$ cat src/rtl/ptw_pkg.sv
`timescale 1ns/1ps
package ptw_pkg;
    localparam int VA_W   = 32;
    localparam int FC_W   = 8;
    localparam int PERM_W = 3;
    localparam int FRM_W  = VA_W - 12;

    typedef enum logic [2:0] {
        ST_IDLE, ST_L1_READ, ST_L2_READ, ST_CHECK, ST_DONE
    } ptw_state_e;

    typedef enum logic [1:0] {
        EV_SUPER, EV_NEXT, EV_PAGE, EV_FAULT
    } eval_e;

    localparam logic [1:0] TY_BIG  = 2'b10;
    localparam logic [1:0] TY_PTR  = 2'b00;
    localparam logic [1:0] TY_LEAF = 2'b10;

    localparam logic [FC_W-1:0] FC_NONE          = 8'h00;
    localparam logic [FC_W-1:0] FC_TABLE_ABSENT  = 8'h05;
    localparam logic [FC_W-1:0] FC_PAGE_ABSENT   = 8'h08;
    localparam logic [FC_W-1:0] FC_SUPER_ABSENT  = 8'h0B;
    localparam logic [FC_W-1:0] FC_NO_READ       = 8'h11;
    localparam logic [FC_W-1:0] FC_NO_WRITE      = 8'h12;
    localparam logic [FC_W-1:0] FC_NO_EXEC       = 8'h13;
    localparam logic [FC_W-1:0] FC_BAD_TYPE      = 8'h1F;
endpackage

$ cat src/rtl/ptw_desc_eval.sv
`timescale 1ns/1ps
module ptw_desc_eval
    import ptw_pkg::*;
(
    input  logic [2:0]      desc_lo,
    input  logic            second_lvl,
    output eval_e           outcome,
    output logic [FC_W-1:0] code
);
    always_comb begin
        outcome = EV_FAULT;
        code    = FC_BAD_TYPE;
        if (!second_lvl) begin
            unique case (desc_lo[1:0])
                TY_BIG: begin
                    if (desc_lo[2]) begin
                        outcome = EV_SUPER;
                        code    = FC_NONE;
                    end else begin
                        code = FC_SUPER_ABSENT;
                    end
                end
                TY_PTR: begin
                    if (desc_lo[2]) begin
                        outcome = EV_NEXT;
                        code    = FC_NONE;
                    end else begin
                        code = FC_TABLE_ABSENT;
                    end
                end
                default: ;
            endcase
        end else if (!desc_lo[2]) begin
            code = FC_PAGE_ABSENT;
        end else if (desc_lo[1:0] == TY_LEAF) begin
            outcome = EV_PAGE;
            code    = FC_NONE;
        end
    end
endmodule

$ cat src/rtl/ptw_perm_check.sv
`timescale 1ns/1ps
module ptw_perm_check
    import ptw_pkg::*;
(
    input  logic [PERM_W-1:0] perm,
    input  logic [1:0]        kind,
    input  logic              user,
    output logic              deny,
    output logic [FC_W-1:0]   code
);
    logic need;

    always_comb begin
        unique case (kind)
            2'd1: begin
                need = perm[1];
                code = FC_NO_WRITE;
            end
            2'd2: begin
                need = perm[0];
                code = FC_NO_EXEC;
            end
            default: begin
                need = perm[2];
                code = FC_NO_READ;
            end
        endcase
        deny = user && !need;
    end
endmodule

$ cat src/rtl/ptw_walker.sv
`timescale 1ns/1ps
module ptw_walker
    import ptw_pkg::*;
(
    input  logic              clk,
    input  logic              rst_n,
    input  logic              xlate_en,
    input  logic [FRM_W-1:0]  tbl_base_hi,
    input  logic              req_valid,
    output logic              req_ready,
    input  logic [VA_W-1:0]   req_vaddr,
    input  logic [1:0]        req_kind,
    input  logic              req_user,
    output logic              mem_req,
    output logic [VA_W-1:0]   mem_addr,
    input  logic              mem_valid,
    input  logic [VA_W-1:0]   mem_rdata,
    output logic              done,
    output logic              fault,
    output logic [VA_W-1:0]   resp_paddr,
    output logic              resp_super,
    output logic [PERM_W-1:0] resp_perm,
    output logic              trap_instr,
    output logic [FC_W-1:0]   fault_code,
    output logic [VA_W-1:0]   fault_vaddr
);
    ptw_state_e state_q, state_d;

    logic [VA_W-1:0]   vaddr_q, walk_addr_q, paddr_q, fva_q;
    logic [1:0]        kind_q;
    logic              user_q, super_q, flt_q, trap_q;
    logic [FRM_W-1:0]  frame_q;
    logic [PERM_W-1:0] dperm_q, perm_q;
    logic [FC_W-1:0]   fcode_q;

    eval_e             ev_outcome;
    logic [FC_W-1:0]   ev_code;
    logic              pc_deny;
    logic [FC_W-1:0]   pc_code;
    logic              rec_fault;
    logic [FC_W-1:0]   rec_code;
    logic              bypass;
    logic              unused_desc_bits;

    assign unused_desc_bits = ^{mem_rdata[11:9], mem_rdata[5:3]};

    ptw_desc_eval u_eval (
        .desc_lo    (mem_rdata[2:0]),
        .second_lvl (state_q == ST_L2_READ),
        .outcome    (ev_outcome),
        .code       (ev_code)
    );

    ptw_perm_check u_perm (
        .perm (dperm_q),
        .kind (kind_q),
        .user (user_q),
        .deny (pc_deny),
        .code (pc_code)
    );

    assign bypass = !xlate_en || (!req_user && !req_vaddr[VA_W-1]);

    // next-state logic
    always_comb begin
        state_d = state_q;
        unique case (state_q)
            ST_IDLE:    if (req_valid) state_d = bypass ? ST_DONE : ST_L1_READ;
            ST_L1_READ: if (mem_valid) begin
                unique case (ev_outcome)
                    EV_SUPER: state_d = ST_CHECK;
                    EV_NEXT:  state_d = ST_L2_READ;
                    default:  state_d = ST_DONE;
                endcase
            end
            ST_L2_READ: if (mem_valid) state_d = (ev_outcome == EV_PAGE) ? ST_CHECK : ST_DONE;
            ST_CHECK:   state_d = ST_DONE;
            ST_DONE:    state_d = ST_IDLE;
            default:    state_d = ST_IDLE;
        endcase
    end

    always_comb begin
        rec_fault = ((state_q == ST_L1_READ) && mem_valid && (ev_outcome == EV_FAULT))
                 || ((state_q == ST_L2_READ) && mem_valid && (ev_outcome != EV_PAGE))
                 || ((state_q == ST_CHECK) && pc_deny);
        rec_code  = (state_q == ST_CHECK) ? pc_code : ev_code;
    end

    // state register
    always_ff @(posedge clk or negedge rst_n) begin
        if (!rst_n) state_q <= ST_IDLE;
        else        state_q <= state_d;
    end

    // datapath registers
    always_ff @(posedge clk or negedge rst_n) begin
        if (!rst_n) begin
            vaddr_q     <= '0;
            walk_addr_q <= '0;
            paddr_q     <= '0;
            kind_q      <= '0;
            user_q      <= 1'b0;
            super_q     <= 1'b0;
            flt_q       <= 1'b0;
            trap_q      <= 1'b0;
            frame_q     <= '0;
            dperm_q     <= '0;
            perm_q      <= '0;
            fcode_q     <= '0;
            fva_q       <= '0;
        end else begin
            if (state_q == ST_IDLE && req_valid) begin
                vaddr_q     <= req_vaddr;
                kind_q      <= req_kind;
                user_q      <= req_user;
                walk_addr_q <= {tbl_base_hi, req_vaddr[VA_W-1:22], 2'b00};
                flt_q       <= 1'b0;
                super_q     <= 1'b0;
                perm_q      <= '1;
                paddr_q     <= xlate_en ? {1'b1, req_vaddr[VA_W-2:0]} : req_vaddr;
            end
            if ((state_q == ST_L1_READ || state_q == ST_L2_READ) && mem_valid) begin
                frame_q <= mem_rdata[VA_W-1:12];
                dperm_q <= mem_rdata[8:6];
                if (ev_outcome == EV_SUPER) super_q <= 1'b1;
                if (ev_outcome == EV_NEXT)
                    walk_addr_q <= {mem_rdata[VA_W-1:12], vaddr_q[21:12], 2'b00};
            end
            if (state_q == ST_CHECK) begin
                perm_q  <= dperm_q;
                paddr_q <= super_q ? {frame_q[FRM_W-1:10], vaddr_q[21:0]}
                                   : {frame_q, vaddr_q[11:0]};
            end
            if (rec_fault) begin
                flt_q   <= 1'b1;
                fcode_q <= rec_code;
                fva_q   <= vaddr_q;
                trap_q  <= (kind_q == 2'd2);
            end
        end
    end

    // outputs
    always_comb begin
        req_ready   = (state_q == ST_IDLE);
        mem_req     = (state_q == ST_L1_READ) || (state_q == ST_L2_READ);
        mem_addr    = walk_addr_q;
        done        = (state_q == ST_DONE) && !flt_q;
        fault       = (state_q == ST_DONE) && flt_q;
        resp_paddr  = paddr_q;
        resp_super  = super_q;
        resp_perm   = perm_q;
        trap_instr  = trap_q;
        fault_code  = fcode_q;
        fault_vaddr = fva_q;
    end
endmodule

$ cat config.mk
export PLATFORM = sky130hd
export DESIGN_NAME = ptw_walker
export DESIGN_NICKNAME = d
export VERILOG_FILES = /design/src/rtl/ptw_pkg.sv /design/src/rtl/ptw_desc_eval.sv /design/src/rtl/ptw_perm_check.sv /design/src/rtl/ptw_walker.sv
export SDC_FILE = /design/constraint.sdc
export NUM_CORES = 1
export LEC_CHECK = 0
export BUFFER_PORTS_ARGS = -buffer_cell sky130_fd_sc_hd__clkbuf_2
export CORE_MARGIN = 5
export CORE_UTILIZATION = 52
export CTS_CLUSTER_SIZE = 20
export DETAILED_ROUTE_END_ITERATION = 6
export GPL_TIMING_DRIVEN = 0
export HOLD_SLACK_MARGIN = 0.05
export PLACE_DENSITY = 0.8
export SLEW_MARGIN = 20
export SYNTH_ARGS = -nofsm -noshare
export SYNTH_HDL_FRONTEND = slang
export SYNTH_SLANG_ARGS = --single-unit
$ cat constraint.sdc
create_clock -name clk -period 2.7 [get_ports clk]
set_clock_uncertainty 0.15 [all_clocks]
set_input_delay 0.135 -clock clk [delete_from_list [all_inputs] [get_ports clk]]
set_output_delay 0.135 -clock clk [all_outputs]
set_load 0.02 [all_outputs]
# After elaboration in Yosys (flattened, before gate mapping)
# Cells that the tools add are included.
[classes] eq_ne=14 mux=36 n_reduce_logical=26
[op_table] cell="two-way mux 32 bit" count=6
[op_table] cell="two-way mux 3 bit" count=8
[op_table] cell="two-way mux 8 bit" count=3
[op_table] cell="two-way mux 22 bit" count=1
[op_table] cell="one-hot mux 8 bit (2 select lines)" count=1
[op_table] cell="one-hot mux 3 bit (4 select lines)" count=1
[op_table] cell="logical AND 1 bit" count=11
[op_table] cell="equality test 2 bit, second input constant" count=4
[op_table] cell="two-way mux 2 bit" count=4
[op_table] cell="!= test 2 bit, second input constant" count=4
[op_table] cell="one-hot mux 2 bit (2 select lines)" count=2
[op_table] cell="equality test 3 x 2 -> 1 bit, second input constant" count=2
[op_table] cell="two-way mux 1 bit" count=6
[op_table] cell="one-hot mux 3 bit (2 select lines)" count=1
[op_table] cell="zero test 1 bit" count=5
[op_table] cell="two-way mux 5 bit" count=1
[op_table] cell="equality test 2 x 1 -> 1 bit, second input constant" count=2
[op_table] cell="zero test 2 bit" count=2
[op_table] cell="logical OR 1 bit" count=4
[op_table] cell="two-way mux 4 bit" count=1
[op_table] cell="nonzero test 2 bit" count=2
[op_table] cell="equality test 3 x 1 -> 1 bit, second input constant" count=1
[op_table] cell="equality test 3 bit, second input constant" count=1
[op_table] cell="zero test 3 bit" count=1
[op_table] cell="other kinds (2)" count=2
[totals] regBits=171 inputBits=92 out_inout_bits=113

# Depth between registers and ports, before layout
[logic_depth] depth_word=9 mapped_depth=8 ltp_nobuf=6

# Modules after synthesis
# Synthesis repeated with hierarchy kept, for this count alone.
[hier_totals] hier_cells=663 hier_area_um2=7389.6
[by_module_without_submodules] module="ptw_walker" n_inst=1 cells_each=629 area_per_inst_um2=7179.4 seq_area_each_um2=4279.1
[by_module_without_submodules] module="ptw_perm_check" n_inst=1 cells_each=17 area_per_inst_um2=113.9 seq_area_each_um2=0.0
[by_module_without_submodules] module="ptw_desc_eval" n_inst=1 cells_each=17 area_per_inst_um2=96.3 seq_area_each_um2=0.0

# Worst setup path before layout
# No wires, ideal clock.
[synth_path] path_kind="reg-to-reg" from="reg state_q[0]" to="reg vaddr_q[22]" setup_time_ps=120 arrival_ps=1816 required_ps=2430 slack_ps=614 stages_incl_launch_ff=8 path_buffers=3 period_less_slack_ps=2086 cell_sequence="dfrtp_1 > buf_2 > nor3_1 > nand2_1 > buf_2 > buf_2 > nand2_1 > nand2_1"
[synth_between] elab_chain_len=2
[synth_rtl] item="start, declared" line="ptw_walker.sv:27" source="ptw_state_e state_q, state_d;"
[synth_rtl] item="start signal, assigned" line="ptw_walker.sv:93" source="else state_q <= state_d;"
[synth_rtl] item="zero test 3 bit"
[synth_rtl] item="net req_ready" line="ptw_walker.sv:10" source="output logic req_ready,"
[synth_rtl] item="logical AND 1 bit" line="ptw_walker.sv:113" source="if (state_q == ST_IDLE && req_valid) begin"
[synth_rtl] item="end signal, assigned" line="ptw_walker.sv:114" source="vaddr_q <= req_vaddr;"
[synth_rtl] item="end, declared" line="ptw_walker.sv:29" source="logic [VA_W-1:0] vaddr_q, walk_addr_q, paddr_q, fva_q;"
# The timed path passes the listed nets, and every way through them passes these cells.
# A chain may end at the register's enable or synchronous reset.

# Worst setup path in the final report
[layout_path] from="reg state_q[1]" to="reg walk_addr_q[27] (netlist: mem_addr[27])"
[layout_between] elab_chain_len=5 elab_cells_between_ends=11 cone_classes="eq/ne (3); mux (4); reduce/logical (4)"
[layout_rtl] item="equality test 3 x 2 -> 1 bit or zero test 3 bit (tied branches)" line="ptw_walker.sv:49, ptw_walker.sv:123, ptw_walker.sv:113"
[layout_rtl] item="two-way mux 2 bit or logical AND 1 bit (tied branches)" line="ptw_desc_eval.sv:13, ptw_walker.sv:113"
[layout_rtl] item="equality test 2 x 1 -> 1 bit or two-way mux 32 bit (tied branches)" line="ptw_walker.sv:127, ptw_walker.sv:113"
[layout_rtl] item="two-way mux 32 bit" line="ptw_walker.sv:127" source="if (ev_outcome == EV_NEXT)"
[layout_rtl] item="two-way mux 32 bit *" line="ptw_walker.sv:123" source="if ((state_q == ST_L1_READ || state_q == ST_L2_READ) && mem_valid) begin"
[layout_rtl] item="end signal, assigned" line="ptw_walker.sv:117" source="walk_addr_q <= {tbl_base_hi, req_vaddr[VA_W-1:22], 2'b00};"
[layout_rtl] item="end signal, assigned" line="ptw_walker.sv:128" source="walk_addr_q <= {mem_rdata[VA_W-1:12], vaddr_q[21:12], 2'b00};"
[layout_rtl] item="end, declared" line="ptw_walker.sv:29"
# Every way passes the cells marked *; elsewhere a longest branch is shown, timed or not.

==> metrics.yaml <==
cts_root_buf: "clkbuf_16"
leakage_nw: 4.962
clock_latency_ps: 430
path_clk_slew_ps: 60
synth_seq_cells: 168
crit_chain: "buf_2 > nor4b_4 > buf_4 > clkbuf_1 > nand2_1 > a31oi_1 > dlygate4sd3_1"
stdcell_count: 1167
fp.dieW_um: 125.5
ant_nets: 0
ys_seq_area_frac: 0.6057
cp-startpoint: "state_q[1]"
required_ps: 2910
max_stage_delay_ps: 600
r2r_slack_ps: 80
clockBufferDepth: 2
start_util: 0.5262
pin_count: 205
cts_tree: "done"
ctsHtreeMaxLevel: 4
worst_slew_pin_slew_ps: 838.0
multi_input_area_mm2: 0.002531
period_needed_ps: 2618
drive_gt1_frac: 0.3098
synth-main-ff-cell: "dfrtp_1"
overflow: 0
ys_warn_count: 0
wl_per_cell_um: 18.86
hold_class: "input pin to asynchronous set/reset pin"
critical_path_class: "flip-flop to flip-flop"
syn_inst: 653
drv_cap: 0
die_y_um: 125.5
status: "complete, no violations"
coreArea_mm2: 0.01319
io_buffers: 195
power_density_mw_per_mm2: 1189
synth_area_mm2: 0.006940
slowest_stage: "dlygate4sd3_1"
crit_arrival_ps: 2830
critPathLaunchType: "flip-flop"
fillers: 866
synth_edf_count: 0
path_delay_family: "buffers and inverters"
avgSynthCellArea_um2: 10.63
critPathCaptureType: "flip-flop"
antenna_found_initial: 0
area_growth_pct: 42.18
final_common_cell: "nand2_1"
vias: 6284
dp_hpwl_um: 13950
vias_per_cell: 5.385
die_area_mm2: 0.01576
cts_buffers: 17
seqCellArea_mm2: 0.004204
drt_iter0_drc: 467
dp.cells: 1027
drv_slew: 0
peakVddDrop_v: 0.0006241
grt_pass1_vias: 6550
async_flop_share: 1.000
fin_util: 0.7482
path_max_fanout: 10
grt_usage: 0.2824
wirelength_um: 22010
fmax_mhz: 381.9
setup_viol: 0
drc: 0
diodes: 0
hold_violations: 0
firstDrtPassIters: 5
grt_pass1_wl_um: 34800
grt_max_degree: 86
final_cell_mix: "nand2_1 (213), clkbuf_2 (197), dfrtp_1 (168)"
gp_congestion: 0.8108
cp_num_buf_inv: 4
fin_crit_sh: 0.9698
r2r_cells: 7
max_slew_margin: 0.4413
nNetsFinal: 1072
rows: 42
cts_num_sinks: 168
r2r_start: "state_q[1]"
synth_cell_types: 47
r2r-end: "mem_addr[27]"
[per-layer routing]
layer,GRT usage,wire [um],vias up
li1,-,-,2849
met1,0.3519,8798,3060
met2,0.4673,10820,319
met3,0.07889,1777,56
met4,0.1142,618,0
met5,0,0,-
[state kept, by name, indices dropped and copies added (netlist names), 5 cells and up]
name / flops
fault_code: 5
fault_vaddr: 32
frame_q: 20
mem_addr: 32
resp_paddr: 32
vaddr_q: 32
[final cells by class]
type	count	area share
Buffer	39	0.01927
Clock buffer	22	0.05008
Clock inverter	10	0.01179
Inverter	7	0.002663
Multi-Input combinational cell	441	0.2565
Sequential cell	168	0.4260
Tap cell	176	0.02232
Timing Repair Buffer	304	0.2114
[synth_stat cells, types with 2 or more instances]
cell	number	share of area
mux2_2	48	0.078
buf_6	2	0.0032
mux2_1	4	0.0065
nand2b_1	6	0.0054
buf_4	3	0.0032
nand2_1	213	0.12
nor3_1	5	0.0036
nor2b_1	3	0.0027
o211ai_1	10	0.011
a31oi_1	31	0.028
mux2_4	8	0.017
mux2i_1	10	0.014
and3_1	2	0.0018
a21oi_1	8	0.0058
dfrtp_1	168	0.61
o21ai_0	6	0.0043
ha_1	2	0.0036
o41ai_1	2	0.0025
clkbuf_1	22	0.012
nand3_1	22	0.016
buf_2	11	0.0079
nor2_1	36	0.019
inv_1	7	0.0038
[cell families after synthesis]
family	after synthesis	synth area share
AND/OR/NAND/NOR	295	0.1756
flip-flops	168	0.6057
AO/OA/AOI/OAI	71	0.06779
multiplexers	70	0.1161
buffers and inverters	46	0.03065
adder cells (fa/ha/maj)	2	0.003605
other	1	0.0005403
[worst max-delay path by stage]
stage,cells after the start,slack [ps],to
floorplan,7,610,vaddr_q[22]
global placement,1,-1650,mem_addr[13]
detailed placement,5,360,resp_paddr[1]
CTS,6,40,mem_addr[17]
global route,7,-20,mem_addr[27]
finish,7,80,mem_addr[27]
[where the power goes]
| group | internal, mW | switching (mW) | total [mW] |
|---|---|---|---|
| logic | 1.92 | 2.84 | 4.76 |
| clock network | 1.49 | 1.00 | 2.49 |
| registers | 3.69 | 0.796 | 4.49 |
[worst reg2reg max path: stages, from the launching register on]
cell and delay (ps):
dfrtp_1 410, buf_2 200, nor4b_4 250, buf_4 200, clkbuf_1 400, nand2_1 130, a31oi_1 220, dlygate4sd3_1 600
[stage by stage]
step / setup TNS (ps) / hold WS [ps] / area [um2] / worst slack, ps / power [mW]
after floorplan: 0 / -310.6 / 6948 / 614.3 / 7.161
after global placement: -274270 / 204.2 / 8144 / -1646 / 8.681
after detailed placement: 0 / 79.84 / 8180 / 356.8 / 8.839
after CTS: 0 / 190.0 / 9842 / 43.70 / 11.64
after global routing: -27.29 / 240.1 / 9868 / -18.46 / 12.37
final: 0 / 176.4 / 9868 / 81.57 / 11.74
[timing repair]
action | CTS | global route
hold buffers | 105 | 0
endpoints found under the hold margin | 210 | 0
endpoints found under the setup margin | 0 | 18
buffers inserted | 0 | 3
gates resized for setup | 0 | 6
Note: power is estimated with default switching activity, not from simulation.
